### config.mk
export PLATFORM = sky130hd
export DESIGN_NAME = dadda_mult
export DESIGN_NICKNAME = d
export VERILOG_FILES = /design/src/rtl/dadda_pkg.sv /design/src/rtl/dadda_pp.sv /design/src/rtl/dadda_reduce.sv /design/src/rtl/dadda_cla.sv /design/src/rtl/dadda_mult.sv
export SDC_FILE = /design/constraint.sdc
export NUM_CORES = 1
export LEC_CHECK = 0
export ABC_AREA = 1
export BUFFER_PORTS_ARGS = -buffer_cell sky130_fd_sc_hd__buf_4
export CORE_ASPECT_RATIO = 0.5
export CORE_UTILIZATION = 40
export CTS_BUF_LIST = sky130_fd_sc_hd__clkbuf_4
export DETAILED_ROUTE_END_ITERATION = 16
export MAX_ROUTING_LAYER = met4
export PLACE_DENSITY = 0.57
export SKIP_LAST_GASP = 1
export SLEW_MARGIN = 20
export SYNTH_ARGS = -nofsm -noshare
export SYNTH_HDL_FRONTEND = slang
export SYNTH_SLANG_ARGS = --single-unit
### constraint.sdc
create_clock -name clk -period 7.4 [get_ports clk]
set_input_delay 1.48 -clock clk [delete_from_list [all_inputs] [get_ports clk]]
set_output_delay 1.48 -clock clk [all_outputs]
set_load 0.05 [all_outputs]
### src/rtl/dadda_pkg.sv
package dadda_pkg;

  // Upper bound on the length of the height series; far beyond any real width.
  localparam int SEQ_LIMIT = 40;

  // Target column height of reduction stage idx (idx = 1 is the last stage).
  function automatic int dadda_term(input int idx);
    int d;
    d = 2;
    for (int k = 1; k < SEQ_LIMIT; k++) begin
      if (k < idx) d = (d * 3) / 2;
    end
    return d;
  endfunction

  // Number of reduction stages for operand width n: count of targets below n.
  function automatic int dadda_stages(input int n);
    int s;
    s = 0;
    for (int j = 1; j < SEQ_LIMIT; j++) begin
      if (dadda_term(j) < n) s = j;
    end
    return s;
  endfunction

  function automatic int wmax(input int x, input int y);
    return (x > y) ? x : y;
  endfunction

endpackage

### src/rtl/dadda_pp.sv
// Partial-product array: pp[i][j] = a[i] & b[j], weight 2^(i+j).
module dadda_pp #(
  parameter int N = 8
) (
  input  logic [N-1:0]          a,
  input  logic [N-1:0]          b,
  output logic [N-1:0][N-1:0]   pp
);

  for (genvar i = 0; i < N; i++) begin : g_row
    for (genvar j = 0; j < N; j++) begin : g_col
      assign pp[i][j] = a[i] & b[j];
    end
  end

endmodule

### src/rtl/dadda_reduce.sv
// Dadda height reduction. Heights depend only on N, so every index below is
// a constant once the loops are unrolled; only the bit values are logic.
// Bits are taken from the bottom of a column (oldest first) and new sums and
// carries are appended at the top, so fresh results wait for a later stage.
module dadda_reduce #(
  parameter int N = 8,
  localparam int COLS   = 2 * N,
  localparam int DEPTH  = 4 * N + 4,
  localparam int STAGES = dadda_pkg::dadda_stages(N),
  localparam int IW     = $clog2(DEPTH),
  localparam int CW     = $clog2(COLS + 1)
) (
  input  logic [N-1:0][N-1:0] pp,
  output logic [COLS-1:0]     row_x,
  output logic [COLS-1:0]     row_y
);

  logic bits [COLS+1][DEPTH];
  int   base_q [COLS+1];
  int   top_q  [COLS+1];

  always_comb begin
    int   h;
    int   lim;
    int   nxt;
    logic x0;
    logic x1;
    logic x2;

    h   = 0;
    lim = 0;
    nxt = 0;
    x0  = 1'b0;
    x1  = 1'b0;
    x2  = 1'b0;

    for (int c = 0; c <= COLS; c++) begin
      base_q[c] = 0;
      top_q[c]  = 0;
      for (int k = 0; k < DEPTH; k++) bits[c][k] = 1'b0;
    end

    // Sort partial products into columns by weight.
    for (int i = 0; i < N; i++) begin
      for (int j = 0; j < N; j++) begin
        if (top_q[i+j] < DEPTH) bits[CW'(i+j)][IW'(top_q[i+j])] = pp[i][j];
        top_q[i+j] = top_q[i+j] + 1;
      end
    end

    // Stages run from the tallest target down to height two.
    for (int st = 0; st < STAGES; st++) begin
      lim = dadda_pkg::dadda_term(STAGES - st);
      for (int c = 0; c < COLS; c++) begin
        nxt = c + 1;
        for (int r = 0; r <= N; r++) begin
          h = top_q[c] - base_q[c];
          if (h == lim + 1) begin
            // Half adder: column shrinks by one, next column grows by one.
            x0 = bits[CW'(c)][IW'(base_q[c])];
            x1 = bits[CW'(c)][IW'(base_q[c] + 1)];
            base_q[c] = base_q[c] + 2;
            if (top_q[c] < DEPTH) bits[CW'(c)][IW'(top_q[c])] = x0 ^ x1;
            top_q[c] = top_q[c] + 1;
            if (top_q[nxt] < DEPTH) bits[CW'(nxt)][IW'(top_q[nxt])] = x0 & x1;
            top_q[nxt] = top_q[nxt] + 1;
          end else if (h > lim) begin
            // Full adder: column shrinks by two, next column grows by one.
            x0 = bits[CW'(c)][IW'(base_q[c])];
            x1 = bits[CW'(c)][IW'(base_q[c] + 1)];
            x2 = bits[CW'(c)][IW'(base_q[c] + 2)];
            base_q[c] = base_q[c] + 3;
            if (top_q[c] < DEPTH) bits[CW'(c)][IW'(top_q[c])] = x0 ^ x1 ^ x2;
            top_q[c] = top_q[c] + 1;
            if (top_q[nxt] < DEPTH)
              bits[CW'(nxt)][IW'(top_q[nxt])] = (x0 & x1) | (x2 & (x0 ^ x1));
            top_q[nxt] = top_q[nxt] + 1;
          end
        end
      end
    end

    // At most two bits remain per column; missing positions read as zero.
    for (int c = 0; c < COLS; c++) begin
      h = top_q[c] - base_q[c];
      row_x[c] = (h >= 1) ? bits[CW'(c)][IW'(base_q[c])]     : 1'b0;
      row_y[c] = (h >= 2) ? bits[CW'(c)][IW'(base_q[c] + 1)] : 1'b0;
    end
  end

endmodule

### src/rtl/dadda_cla.sv
// Carry-lookahead adder: per-group generate/propagate, group carries chained
// at group level, bit carries expanded from the group carry inside a group.
module dadda_cla #(
  parameter int W   = 15,
  parameter int GRP = 4,
  localparam int NG = (W + GRP - 1) / GRP
) (
  input  logic [W-1:0] x,
  input  logic [W-1:0] y,
  output logic [W-1:0] sum,
  output logic         cout
);

  logic [W-1:0] p;
  logic [W-1:0] g;
  logic [NG:0]  cg;

  always_comb begin
    logic grp_g;
    logic grp_p;
    logic acc;

    p     = x ^ y;
    g     = x & y;
    cg    = '0;
    sum   = '0;
    grp_g = 1'b0;
    grp_p = 1'b1;
    acc   = 1'b0;

    for (int gi = 0; gi < NG; gi++) begin
      grp_g = 1'b0;
      grp_p = 1'b1;
      for (int t = 0; t < GRP; t++) begin
        if (gi * GRP + t < W) begin
          // Carry into this bit, built from the group carry and local terms.
          acc = cg[gi];
          for (int u = 0; u < GRP; u++) begin
            if (u < t) acc = g[gi*GRP+u] | (p[gi*GRP+u] & acc);
          end
          sum[gi*GRP+t] = p[gi*GRP+t] ^ acc;
          grp_g = g[gi*GRP+t] | (p[gi*GRP+t] & grp_g);
          grp_p = grp_p & p[gi*GRP+t];
        end
      end
      cg[gi+1] = grp_g | (grp_p & cg[gi]);
    end
  end

  assign cout = cg[NG];

endmodule

### src/rtl/dadda_mult.sv
module dadda_mult #(
  parameter int A_W = 8,
  parameter int B_W = 8,
  localparam int N  = dadda_pkg::wmax(A_W, B_W),
  localparam int PW = 2 * N
) (
  input  logic           clk,
  input  logic           rst,
  input  logic           in_valid,
  input  logic [A_W-1:0] op_a,
  input  logic [B_W-1:0] op_b,
  output logic           out_valid,
  output logic [PW-1:0]  product
);

  logic [N-1:0]        a_ext;
  logic [N-1:0]        b_ext;
  logic [N-1:0][N-1:0] pp;
  logic [PW-1:0]       prod_c;
  logic                fin_cout;

  assign a_ext = N'(op_a);
  assign b_ext = N'(op_b);

  dadda_pp #(.N(N)) u_pp (
    .a  (a_ext),
    .b  (b_ext),
    .pp (pp)
  );

  if (N == 1) begin : g_w1
    assign prod_c   = {1'b0, pp[0][0]};
    assign fin_cout = 1'b0;
  end else if (N == 2) begin : g_w2
    logic s1, c1, s2, c2;
    assign s1       = pp[1][0] ^ pp[0][1];
    assign c1       = pp[1][0] & pp[0][1];
    assign s2       = c1 ^ pp[1][1];
    assign c2       = c1 & pp[1][1];
    assign prod_c   = {c2, s2, s1, pp[0][0]};
    assign fin_cout = 1'b0;
  end else begin : g_wide
    logic [PW-1:0] row_x;
    logic [PW-1:0] row_y;
    logic [PW-2:0] upper;

    dadda_reduce #(.N(N)) u_reduce (
      .pp    (pp),
      .row_x (row_x),
      .row_y (row_y)
    );

    dadda_cla #(.W(PW - 1)) u_cla (
      .x    (row_x[PW-1:1]),
      .y    (row_y[PW-1:1]),
      .sum  (upper),
      .cout (fin_cout)
    );

    // Column 0 holds only a0&b0; row_y[0] is always empty.
    assign prod_c = {upper, row_x[0]};
  end

  always_ff @(posedge clk) begin
    if (rst) begin
      out_valid <= 1'b0;
      product   <= '0;
    end else begin
      out_valid <= in_valid;
      if (in_valid) product <= prod_c;
    end
  end

endmodule

# [Word level (Yosys, flattened, before mapping)]
# Cells that the tools add are included.
[totals] reg_bits=17 input_bits=19 out_inout_bits=17 wordCells=315
[op_classes] bitwise_logic=313
[ops] operator="$and A1 B1 Y1" n=166
[ops] operator="$xor A1 B1 Y1" n=90
[ops] operator="$or A1 B1 Y1" n=54
[ops] operator="$and A14 B14 Y14" n=1
[ops] operator="$xor A14 B14 Y14" n=1
[ops] operator="$xor A1 B1 Y1 const A" n=1

# [Longest topological paths before layout]
# Gate-level depths: netlist of run 1.
[depth] word_depth=29 depth_mapped=21 mapped_depth_nobuf=20

# [Cells and area by module]
# A second synthesis of run 1 with hierarchy kept.
[hier_totals] cells_unflattened=413 hier_area_um2=2925.3
[by_module_without_submodules] mod="dadda_reduce" instances=1 cells_each=114 area_each_um2=1088.5 seq_area_each_um2=0.0
[by_module_without_submodules] mod="dadda_mult" instances=1 cells_each=105 area_each_um2=767.0 seq_area_each_um2=340.3
[by_module_without_submodules] mod="dadda_pp" instances=1 cells_each=144 area_each_um2=560.5 seq_area_each_um2=0.0
[by_module_without_submodules] mod="dadda_cla" instances=1 cells_each=50 area_each_um2=509.2 seq_area_each_um2=0.0

# [Least setup slack after synthesis of run 1]
# OpenSTA, ideal clock, no wires.
[synth_timing] path_kind="input-to-reg" start="in op_b[7]" end="reg product[12]" setup_ns=0.115 arrival_time_ns=5.916 t_required_ns=7.285 setup_slack_ns=1.369 stages=20 n_path_buf=1 cell_sequence="clkbuf_1 > nand2_1 > fa_1 > inv_1 > fa_1 > fa_1 > inv_1 > fa_1 > inv_1 > ha_1 > nand3_1 > nor2_1 > nor2_1 > nand2_1 > fa_1 > fa_1 > fa_1 > xor2_1 > o21ai_0 > inv_1"
[synth_via] elab_chain_cells=20 elab_cells_between_ends=118 classes_between="bitwise (118)"
[synth_lines] element="start, declared" line="dadda_mult.sv:11" source="input logic [B_W-1:0] op_b,"
[synth_lines] element="$and A1 B1 Y1" line="dadda_pp.sv:12" source="assign pp[i][j] = a[i] & b[j];"
[synth_lines] element="$xor A1 B1 Y1"
[synth_lines] element="$xor A1 B1 Y1" line="dadda_reduce.sv:73" source="if (top_q[c] < DEPTH) bits[CW'(c)][IW'(top_q[c])] = x0 ^ x1 ^ x2;"
[synth_lines] element="$xor A1 B1 Y1"
[synth_lines] element="$and A1 B1 Y1 or $xor A1 B1 Y1 (tied branches)" line="dadda_reduce.sv:76, dadda_reduce.sv:73"
[synth_lines] element="$or A1 B1 Y1 or $xor A1 B1 Y1 (tied branches)" line="dadda_reduce.sv:76, dadda_reduce.sv:73"
[synth_lines] element="$xor A1 B1 Y1 (on tied branches)" line="dadda_reduce.sv:73, dadda_reduce.sv:76"
[synth_lines] element="$xor A1 B1 Y1 or $xor A14 B14 Y14 (tied branches)"
[synth_lines] element="[4 not listed]"
[synth_lines] element="$or A1 B1 Y1" line="dadda_cla.sv:46" source="cg[gi+1] = grp_g | (grp_p & cg[gi]);"
[synth_lines] element="$and A1 B1 Y1" line="dadda_cla.sv:39" source="if (u < t) acc = g[gi*GRP+u] | (p[gi*GRP+u] & acc);"
[synth_lines] element="$or A1 B1 Y1" line="dadda_cla.sv:39"
[synth_lines] element="$and A1 B1 Y1" line="dadda_cla.sv:39"
[synth_lines] element="$or A1 B1 Y1" line="dadda_cla.sv:39"
[synth_lines] element="$and A1 B1 Y1" line="dadda_cla.sv:39"
[synth_lines] element="$or A1 B1 Y1" line="dadda_cla.sv:39"
[synth_lines] element="$xor A1 B1 Y1 *" line="dadda_cla.sv:41" source="sum[gi*GRP+t] = p[gi*GRP+t] ^ acc;"
[synth_lines] element="end signal, assigned" line="dadda_mult.sv:70" source="if (in_valid) product <= prod_c;"
[synth_lines] element="end, declared" line="dadda_mult.sv:13" source="output logic [PW-1:0] product"
# Every way passes the cells marked *; elsewhere a longest branch is shown, timed or not.
# A chain may end at the register's enable or synchronous reset.

# [Worst setup path in the final report of run 1]
[layout_timing] start="in op_a[0]" end="reg product[12]"
[layout_via] elab_chain_cells=22 elab_cells_between_ends=123 classes_between="bitwise (123)"
[layout_lines] element="start, declared" line="dadda_mult.sv:10" source="input logic [A_W-1:0] op_a,"
[layout_lines] element="$and A1 B1 Y1" line="dadda_pp.sv:12"
[layout_lines] element="$xor A1 B1 Y1 or $and A1 B1 Y1 (tied branches)"
[layout_lines] element="$and A1 B1 Y1 or $xor A1 B1 Y1 (tied branches)"
[layout_lines] element="$or A1 B1 Y1 or $and A1 B1 Y1 (tied branches)"
[layout_lines] element="$xor A1 B1 Y1 or $or A1 B1 Y1 (tied branches)"
[layout_lines] element="$and A1 B1 Y1, or another cell as far along"
[layout_lines] element="$or A1 B1 Y1 or $xor A1 B1 Y1 (tied branches)"
[layout_lines] element="$xor A1 B1 Y1 or $xor A14 B14 Y14 (tied branches)" line="dadda_reduce.sv:73, dadda_reduce.sv:76, dadda_cla.sv:23"
[layout_lines] element="[6 not listed]"
[layout_lines] element="$or A1 B1 Y1" line="dadda_cla.sv:46"
[layout_lines] element="$and A1 B1 Y1" line="dadda_cla.sv:39"
[layout_lines] element="$or A1 B1 Y1" line="dadda_cla.sv:39"
[layout_lines] element="$and A1 B1 Y1" line="dadda_cla.sv:39"
[layout_lines] element="$or A1 B1 Y1" line="dadda_cla.sv:39"
[layout_lines] element="$and A1 B1 Y1" line="dadda_cla.sv:39"
[layout_lines] element="$or A1 B1 Y1 *" line="dadda_cla.sv:39"
[layout_lines] element="$xor A1 B1 Y1 *" line="dadda_cla.sv:41"
# Marked as above.

==> key figures, run 1 <==
Run status
  – Status: finished clean

Floorplan
  – IO Pins: 36
  – Initial Util: 0.418
  – Total die area: 6720 µm²
  – Die height: 58.5 µm
  – Rows: 20
  – Placeable Area: 6110 µm²
  – Die X: 115 µm

Placed design
  – Port Buffers: 35
  – Placed insts: 439
  – DP HPWL: 4.47 mm
  – Worst slack, placed: 1.22 ns
  – Routability cong.: 0.832

Cells and area
  – Most frequent cells in the layout: inv_1, nand2_1, fa_1
  – Ant. Diodes: 0
  – Commonest non-fill, non-tap cell in the layout: inv_1
  – Net count, final: 437
  – Fillers: 662
  – Non-Filler Instances: 443
  – Share of cells above drive strength 1: 0.135
  – Syn-to-layout area delta: 10.9%

Timing
  – Setup TNS: 0 ns
  – Highest clock rate: 0.171 GHz
  – Pins over their slew limit: 0
  – Final Hold Viols: 0
  – Final setup skew: 0 ns
  – RSZ-0062 raised after global routing: false
  – Slew @ Worst Pin: 0.412 ns
  – Final period utilization: 0.792
  – Fin crit period: 5.86 ns
  – Final setup margin: 1.54 ns
  – Max-slew headroom: 0.725
  – Final setup vio count: 0

Global routing
  – Largest net degree at the start of global routing: 21
  – Gr usage total: 0.181
  – Initial antenna violation count: 0
  – Vias in the first global route: 1926
  – Grt ovf: 0
  – First-pass GRT wire length: 9.09 mm

Clock tree
  – Clk pin slew, worst setup/hold paths: 0.10 ns
  – H-tree depth: 1
  – CTS tree: done
  – Post-CTS Resized: 0
  – Hold Buf Count CTS: 0
  – Cts bufs inserted: 3
  – Clock Tree Root: clkbuf_4
  – Clock Path Buffers: 2
  – Later-pin clock latency in the skew report: 0.29 ns
  – Clock tree sinks: 17
  – Post-CTS Setup Bufs: 0

Power and ir drop
  – Clock power share: 0.083
  – Pwr Density: 209 nW/µm²
  – Leak pwr: 1.71 nW
  – Internal power: 0.288 mW
  – Sw Ratio: 0.513
  – Comb power frac: 0.712
  – Psw: 0.304 mW
  – Worst VDD drop: 67.1 µV
  – Total power: 0.592 mW
  – Flop pwr share: 0.205

Yosys
  – Flops & latches, synth: 17
  – Synth warn: 0
  – Top_reg_cell synth: dfxtp_1
  – Post-Syn Nets: 417
  – Synth cell types: 20
  – Mapped Area: 2550 µm²
  – Post-synth EDFFs: 0
  – Post-synth ARST share: 0
  – Cells after Synth: 336
  – Syn Area/Cell: 7.59 µm²
  – Sequential area share after synthesis: 0.133

Critical path
  – Arr. time, crit path: 6.05 ns
  – RR Startpoint: product[12]
  – Setup CP Type: in -> reg
  – Crit. Startpoint: op_a[0]
  – CP endpoint kind: flop
  – R2R depth: 4
  – Worst EP required: 7.59 ns
  – Critical path launch point type: primary input
  – Worst-path maximum fanout: 8

Route
  – Via count: 1894
  – DRC viols: 0
  – Initial DRT Pass Iterations: 4
  – Routed length per instance: 11.6 µm
  – Number of DRC markers in iteration 0: 88
  – Routed WL: 5.14 mm
  – Detail Route Antenna Nets: 0
  – Vias per cell: 4.28

Hold path
  – Hold Startpoint: product[0]
  – WHS Path Cells: 2
  – Hold Path Class: reg -> reg

Job
  – Max-cap viol count: 0
==> cell type report <==
class / instances / area [µm²] / share of cell area
Tap cell: 88 / 110 / 0.0389
Sequential cell: 17 / 340 / 0.120
Timing Repair Buffer: 35 / 263 / 0.0929
Multi-Input combinational cell: 193 / 1690 / 0.597
Inverter: 106 / 398 / 0.141
Clock buffer: 3 / 22.5 / 0.00796
Clock inverter: 1 / 5.00 / 0.00177
==> kinds of logic (layout without fill, tap and decap cells) <==
group | after synthesis | in the layout | share of synthesized area
AO/OA/AOI/OAI | 20 | 20 | 0.0496
XOR/XNOR | 2 | 2 | 0.00687
adder cells (fa/ha/maj) | 62 | 62 | 0.440
buffers and inverters | 126 | 145 | 0.204
flip-flops | 17 | 17 | 0.133
AND/OR/NAND/NOR | 109 | 109 | 0.166
==> synthesized netlist by cell type (all sizes together), types with 2 or more instances <==
master    n  area share
a21oi     5       0.011
buf       7       0.029
clkbuf   13       0.019
dfxtp    17        0.13
fa       46        0.36
ha       16       0.079
inv     106        0.16
nand2    79        0.12
nand3     2      0.0088
nor2     28       0.041
o21ai    15       0.038
==> power groups by stage <==
| stage | Clock (mW) | Combinational [mW] | Sequential (mW) |
|---|---|---|---|
| final | 0.0490 | 0.422 | 0.121 |
| after global routing | 0.0556 | 0.486 | 0.124 |
| after CTS | 0.0511 | 0.426 | 0.122 |
| after detailed placement | 0 | 0.423 | 0.124 |
| after global placement | 0 | 0.418 | 0.123 |
| after floorplan | 0 | 0.246 | 0.189 |
==> critical path, cell delays in order <==
cell     delay (ns)
buf_4          0.15
nand2_1        0.09
fa_1           0.54
inv_1          0.05
fa_1           0.42
fa_1           0.51
inv_1          0.05
fa_1           0.47
inv_1          0.04
ha_1           0.31
nand3_1        0.09
nor2_1         0.05
nor2_1         0.08
nand2_1        0.10
fa_1           0.44
fa_1           0.39
fa_1           0.38
xor2_1         0.18
o21ai_0        0.17
inv_1          0.06
==> per-layer routing <==
metal	share of wire	vias to the layer above	track usage
met4	0.0033	0	0.0167
li1	-	961	-
met5	0	-	-
met1	0.50	885	0.255
met3	0.042	4	0.0216
met2	0.45	44	0.293
==> metrics by stage <==
step	utilization	hold WS (ns)	cell area, µm²
2_1_floorplan	-	0.698	2550
3_3_place_gp	0.459	0.466	2800
3_5_place_dp	0.459	0.471	2800
4_1_cts	0.463	0.493	2830
5_1_grt	0.463	0.514	2830
6_report	0.463	0.493	2830
==> state kept, by name, summed over array words and instances, names as in the netlist <==
| signal | flops |
|---|---|
| product | 16 |
| out_valid | 1 |
==> final timing paths <==
path	slack (ns)	endpoint
worst max-delay path	1.54	product[12]
worst min-delay path	0.49	product[0]
worst max register to register	6.70	product[12]
worst min register to register	0.49	product[0]
Note: power is estimated with default switching activity, not from simulation.
==> inputs of run 2 (changes only) <==
==> constraint.sdc (replaced) <==
create_clock -name clk -period 5.65 [get_ports clk]
set_input_delay 1.13 -clock clk [delete_from_list [all_inputs] [get_ports clk]]
set_output_delay 1.13 -clock clk [all_outputs]
set_load 0.05 [all_outputs]
==> run 2 against run 1 <==
Critical path depth is the same. Worst hold slack worse by 0.0059 ns. Cell count rose by 2.3%. Via count increased by 4.4%. Final area rose by 2.7%. Largest power group unchanged. Highest routed layer is now met3.
==> key figures, run 2 (synthesized netlist as in run 1, its figures left out) <==
Run status
  – Status: finished clean

Global routing
  – Grt ovf: 0
  – Vias in the first global route: 1930
  – Initial antenna violation count: 0
  – First-pass GRT wire length: 9.35 mm
  – Gr usage total: 0.187
  – Largest net degree at the start of global routing: 21

Timing
  – Final setup vio count: 0
  – Final Hold Viols: 0
  – Pins over their slew limit: 0
  – Slew @ Worst Pin: 0.422 ns
  – Fin crit period: 5.35 ns
  – RSZ-0062 raised after global routing: false
  – Final setup skew: 0 ns
  – Final period utilization: 0.947
  – Highest clock rate: 0.187 GHz
  – Max-slew headroom: 0.719

Cells and area
  – Share of cells above drive strength 1: 0.159
  – Commonest non-fill, non-tap cell in the layout: inv_1
  – Biggest register: product
  – Ant. Diodes: 0
  – Syn-to-layout area delta: 13.8%
  – Finished layout cell area: 2900 µm²
  – Max FFs per register: 16
  – Largest regs: product: 16 flops, out_valid: 1 flops
  – Most frequent cells in the layout: inv_1, nand2_1, fa_1
  – Fillers: 660
  – Non-Filler Instances: 453
  – Net count, final: 447

Floorplan
  – Die X: 115 µm
  – IO Pins: 36
  – Rows: 20
  – Die height: 58.5 µm
  – Total die area: 6720 µm²
  – Initial Util: 0.418
  – Placeable Area: 6110 µm²

Clock tree
  – CTS tree: done
  – Clock Path Buffers: 2
  – Later-pin clock latency in the skew report: 0.28 ns
  – Post-CTS Resized: 0
  – Cts bufs inserted: 3
  – Clock tree sinks: 17
  – H-tree depth: 1
  – Clk pin slew, worst setup/hold paths: 0.10 ns
  – Clock Tree Root: clkbuf_4
  – Post-CTS Setup Bufs: 0
  – Hold Buf Count CTS: 0

Critical path
  – Arr. time, crit path: 5.53 ns
  – Critical path launch point type: primary input
  – CP endpoint kind: flop
  – Setup CP Type: in -> reg
  – Worst EP required: 5.83 ns
  – Worst-path maximum fanout: 3

Route
  – Vias per cell: 4.37
  – Detail Route Antenna Nets: 0
  – Routed WL: 5.33 mm
  – Via count: 1978
  – Number of DRC markers in iteration 0: 126
  – Initial DRT Pass Iterations: 4
  – Routed length per instance: 11.8 µm
  – DRC viols: 0

Placed design
  – Port Buffers: 35
  – Area after DPL: 2880 µm²
  – Placed insts: 449
  – Routability cong.: 0.840
  – DP HPWL: 4.68 mm

Power and ir drop
  – Leak pwr: 1.76 nW
  – Pwr Density: 275 nW/µm²
  – Worst VDD drop: 114 µV
  – Total power: 0.799 mW

Job
  – Max-cap viol count: 0

Hold path
  – Hold Path Class: reg -> reg
[run 2: cell count changes in the layout (fill, tap and decap cells not counted), sizes merged]
cell | previous run | this run
buf | 35 | 45
[run 2: final cells by class]
cell class / instances / area, µm² / area share
Multi-Input combinational cell: 193 / 1690 / 0.582
Inverter: 106 / 398 / 0.137
Sequential cell: 17 / 340 / 0.117
Timing Repair Buffer: 45 / 338 / 0.116
Tap cell: 88 / 110 / 0.0379
Clock buffer: 3 / 22.5 / 0.00776
Clock inverter: 1 / 5.00 / 0.00172
[run 2: per-layer routing]
metal,global-route usage,share of wire,up-vias
li1,-,-,979
met1,0.272,0.49,955
met2,0.301,0.46,44
met3,0.0185,0.048,0
met4,0.00557,0,0
met5,-,0,-
[run 2: critical path: stages]
cell and delay (ns):
buf_4 0.09, nand2_1 0.07, fa_1 0.53, inv_1 0.05
fa_1 0.41, fa_1 0.51, inv_1 0.05, fa_1 0.48
inv_1 0.04, ha_1 0.31, nand3_1 0.08, nor2_1 0.04
nor2_1 0.07, nand2_1 0.10, fa_1 0.44, fa_1 0.38
fa_1 0.38, xor2_1 0.16, o21ai_0 0.14, inv_1 0.05
[run 2: power breakdown]
group / switching [mW] / internal, mW
logic: 0.350 / 0.228
registers: 0.0139 / 0.145
clock network: 0.0359 / 0.0263
[run 2: stage by stage]
step | hold slack (ns) | utilization | worst slack, ns | setup TNS (ns)
2_1_floorplan | 0.698 | - | 0.00416 | 0
3_3_place_gp | 0.467 | 0.471 | 0.0391 | 0
3_5_place_dp | 0.472 | 0.471 | -0.0317 | -0.0317
4_1_cts | 0.493 | 0.475 | 0.279 | 0
5_1_grt | 0.510 | 0.475 | 0.0514 | 0
6_report | 0.487 | 0.475 | 0.300 | 0
[run 2: final timing paths]
| check | depth (start not counted) | slack (ns) | startpoint | end |
|---|---|---|---|---|
| setup / recovery | 20 | 0.30 | op_a[0] | product[12] |
| hold / removal | 2 | 0.49 | product[0] | product[0] |
| setup reg to reg | 4 | 4.87 | product[12] | product[12] |
| hold reg to reg | 2 | 0.49 | product[0] | product[0] |
==> inputs of run 3 (changes only) <==
--- a/config.mk
+++ b/config.mk
@@ -6,6 +6,7 @@
 export NUM_CORES = 1
 export LEC_CHECK = 0
 export ABC_AREA = 1
+export ABC_CLOCK_PERIOD_IN_PS = 5150
 export BUFFER_PORTS_ARGS = -buffer_cell sky130_fd_sc_hd__buf_4
 export CORE_ASPECT_RATIO = 0.5
 export CORE_UTILIZATION = 40
@@ -14,7 +15,6 @@
 export MAX_ROUTING_LAYER = met4
 export PLACE_DENSITY = 0.57
 export SKIP_LAST_GASP = 1
-export SLEW_MARGIN = 20
 export SYNTH_ARGS = -nofsm -noshare
 export SYNTH_HDL_FRONTEND = slang
 export SYNTH_SLANG_ARGS = --single-unit
==> constraint.sdc (replaced) <==
create_clock -name clk -period 5.15 [get_ports clk]
set_input_delay 1.03 -clock clk [delete_from_list [all_inputs] [get_ports clk]]
set_output_delay 1.03 -clock clk [all_outputs]
set_load 0.05 [all_outputs]
==> run 3 against run 2 <==
Critical endpoint unchanged. Die area did not move. Largest cell class unchanged. Clock power rose by 16%. Clock skew did not move. Highest routed layer unchanged. Largest power group unchanged. Worst hold slack improved by 0.0064 ns.
==> key figures, run 3 (synthesized netlist as in run 1, its figures left out) <==
Run status
  – Status: finished clean

Hold path
  – Hold Path Class: reg -> reg
  – WHS Path Cells: 2

Timing
  – Setup TNS: 0 ns
  – Max-slew headroom: 0.722
  – Final period utilization: 0.946
  – Final setup skew: 0 ns
  – Fin crit period: 4.87 ns
  – RSZ-0062 raised after global routing: false
  – Slew @ Worst Pin: 0.416 ns
  – Fin Hold WS: 0.494 ns
  – Final Hold Viols: 0
  – Final setup vio count: 0
  – Pins over their slew limit: 0
  – Highest clock rate: 0.205 GHz

Cells and area
  – Share of cells above drive strength 1: 0.182
  – Finished layout cell area: 2960 µm²
  – Biggest register: product
  – Multi-input gate area: 1710 µm²
  – Syn-to-layout area delta: 15.9%
  – Max FFs per register: 16
  – Storage element area: 340 µm²
  – Fillers: 643
  – Most frequent cells in the layout: inv_1, nand2_1, buf_4
  – Commonest non-fill, non-tap cell in the layout: inv_1
  – Net count, final: 451
  – Largest regs: product: 16 flops, out_valid: 1 flops
  – Ant. Diodes: 0

Global routing
  – Vias in the first global route: 1896
  – Largest net degree at the start of global routing: 21
  – First-pass GRT wire length: 8.98 mm
  – Gr usage total: 0.177
  – Grt ovf: 0
  – Initial antenna violation count: 0

Clock tree
  – Clock Tree Root: clkbuf_4
  – Later-pin clock latency in the skew report: 0.29 ns
  – Post-CTS Resized: 0
  – Clock Path Buffers: 2
  – Cts bufs inserted: 3
  – Clock tree sinks: 17
  – Post-CTS Setup Bufs: 0
  – Hold Buf Count CTS: 0
  – CTS tree: done
  – Clk pin slew, worst setup/hold paths: 0.10 ns
  – H-tree depth: 1

Placed design
  – Port Buffers: 35
  – Routability cong.: 0.842
  – DP HPWL: 4.53 mm
  – Area after DPL: 2930 µm²

Route
  – Number of DRC markers in iteration 0: 104
  – Initial DRT Pass Iterations: 4
  – Routed length per instance: 11.3 µm
  – Via count: 1951
  – DRC viols: 0
  – Vias per cell: 4.27
  – Routed WL: 5.15 mm
  – Detail Route Antenna Nets: 0

Critical path
  – Worst EP required: 5.35 ns
  – Slowest CP cell: fa_1
  – CP endpoint kind: flop
  – Arr. time, crit path: 5.07 ns
  – Max incr delay on CP: 0.53 ns
  – Buf/Inv on CP: 5
  – Crit path depth: 20
  – Worst-path cell chain: buf_4 > nand2_1 > fa_1 > inv_1 > fa_2 > fa_1 > inv_1 > fa_1 > inv_1 > ha_4 > nand3_1 > nor2_1 > nor2_1 > nand2_1 > fa_2 > fa_2 > fa_2 > xor2_1 > o21ai_1 > inv_1
  – R2R depth: 4
  – Worst-path maximum fanout: 3
  – Setup CP Type: in -> reg
  – Crit path max-delay family: adder cells
  – Critical path launch point type: primary input

Power and ir drop
  – Clock power share: 0.079
  – Sw Ratio: 0.488
  – Comb power frac: 0.727
  – Flop pwr share: 0.193
  – Psw: 0.444 mW
  – Leak pwr: 1.77 nW
  – Worst VDD drop: 122 µV
  – Internal power: 0.465 mW
  – Pwr Density: 308 nW/µm²

Floorplan
  – Placeable Area: 6110 µm²
  – Total die area: 6720 µm²
  – Rows: 20
  – Initial Util: 0.418
  – Die X: 115 µm
  – IO Pins: 36
  – Die height: 58.5 µm

Job
  – Max-cap viol count: 0
==> run 3: cell types whose count changed in the layout (fill, tap and decap cells not counted) <==
cell     delta
o21ai_0     -1
o21ai_1     +1
buf_4       +4
fa_1        -4
ha_4        +1
ha_1        -1
fa_2        +4
==> run 3: power by group through the flow <==
stage | logic, mW | clock network [mW] | registers, mW
2_1_floorplan | 0.373 | 0 | 0.272
5_1_grt | 0.761 | 0.0794 | 0.179
6_report | 0.661 | 0.0722 | 0.175
3_3_place_gp | 0.662 | 0 | 0.177
3_5_place_dp | 0.672 | 0 | 0.179
4_1_cts | 0.676 | 0.0744 | 0.176
==> run 3: layer usage <==
| layer | track usage | share of wire | vias to the layer above |
|---|---|---|---|
| met4 | 0.0111 | 0 | 0 |
| met1 | 0.264 | 0.54 | 926 |
| met2 | 0.270 | 0.42 | 33 |
| met3 | 0.0216 | 0.036 | 0 |
| met5 | - | 0 | - |
| li1 | - | - | 992 |
==> run 3: tightest hold or removal path: stages (launching register included) <==
cell and delay [ns]:
dfxtp_1 0.33, nand2_1 0.08, a21oi_2 0.05
==> run 3: final timing paths <==
| kind | from | slack (ns) | to |
|---|---|---|---|
| hold reg to reg | product[0] | 0.49 | product[0] |
| hold / removal | product[0] | 0.49 | product[0] |
| setup reg to reg | product[12] | 4.36 | product[12] |
| setup / recovery | op_a[0] | 0.28 | product[12] |
==> run 3: cell type report <==
cell class	instances	share of cell area
multi-input combinational	193	0.579
inverter	106	0.135
timing repair buffer	49	0.124
sequential	17	0.115
clock buffer	3	0.00762
clock inverter	1	0.00169
tap	88	0.0373
==> run 3: metrics by stage <==
stage               setup slack, ns  power [mW]  instances   util
floorplan                    0.0555       0.644        336      -
global placement           -0.00765       0.840        453  0.480
detailed placement          -0.0711       0.850        453  0.480
CTS                           0.242       0.925        457  0.484
global route                 0.0848        1.02        457  0.484
finish                        0.281       0.909        457  0.484
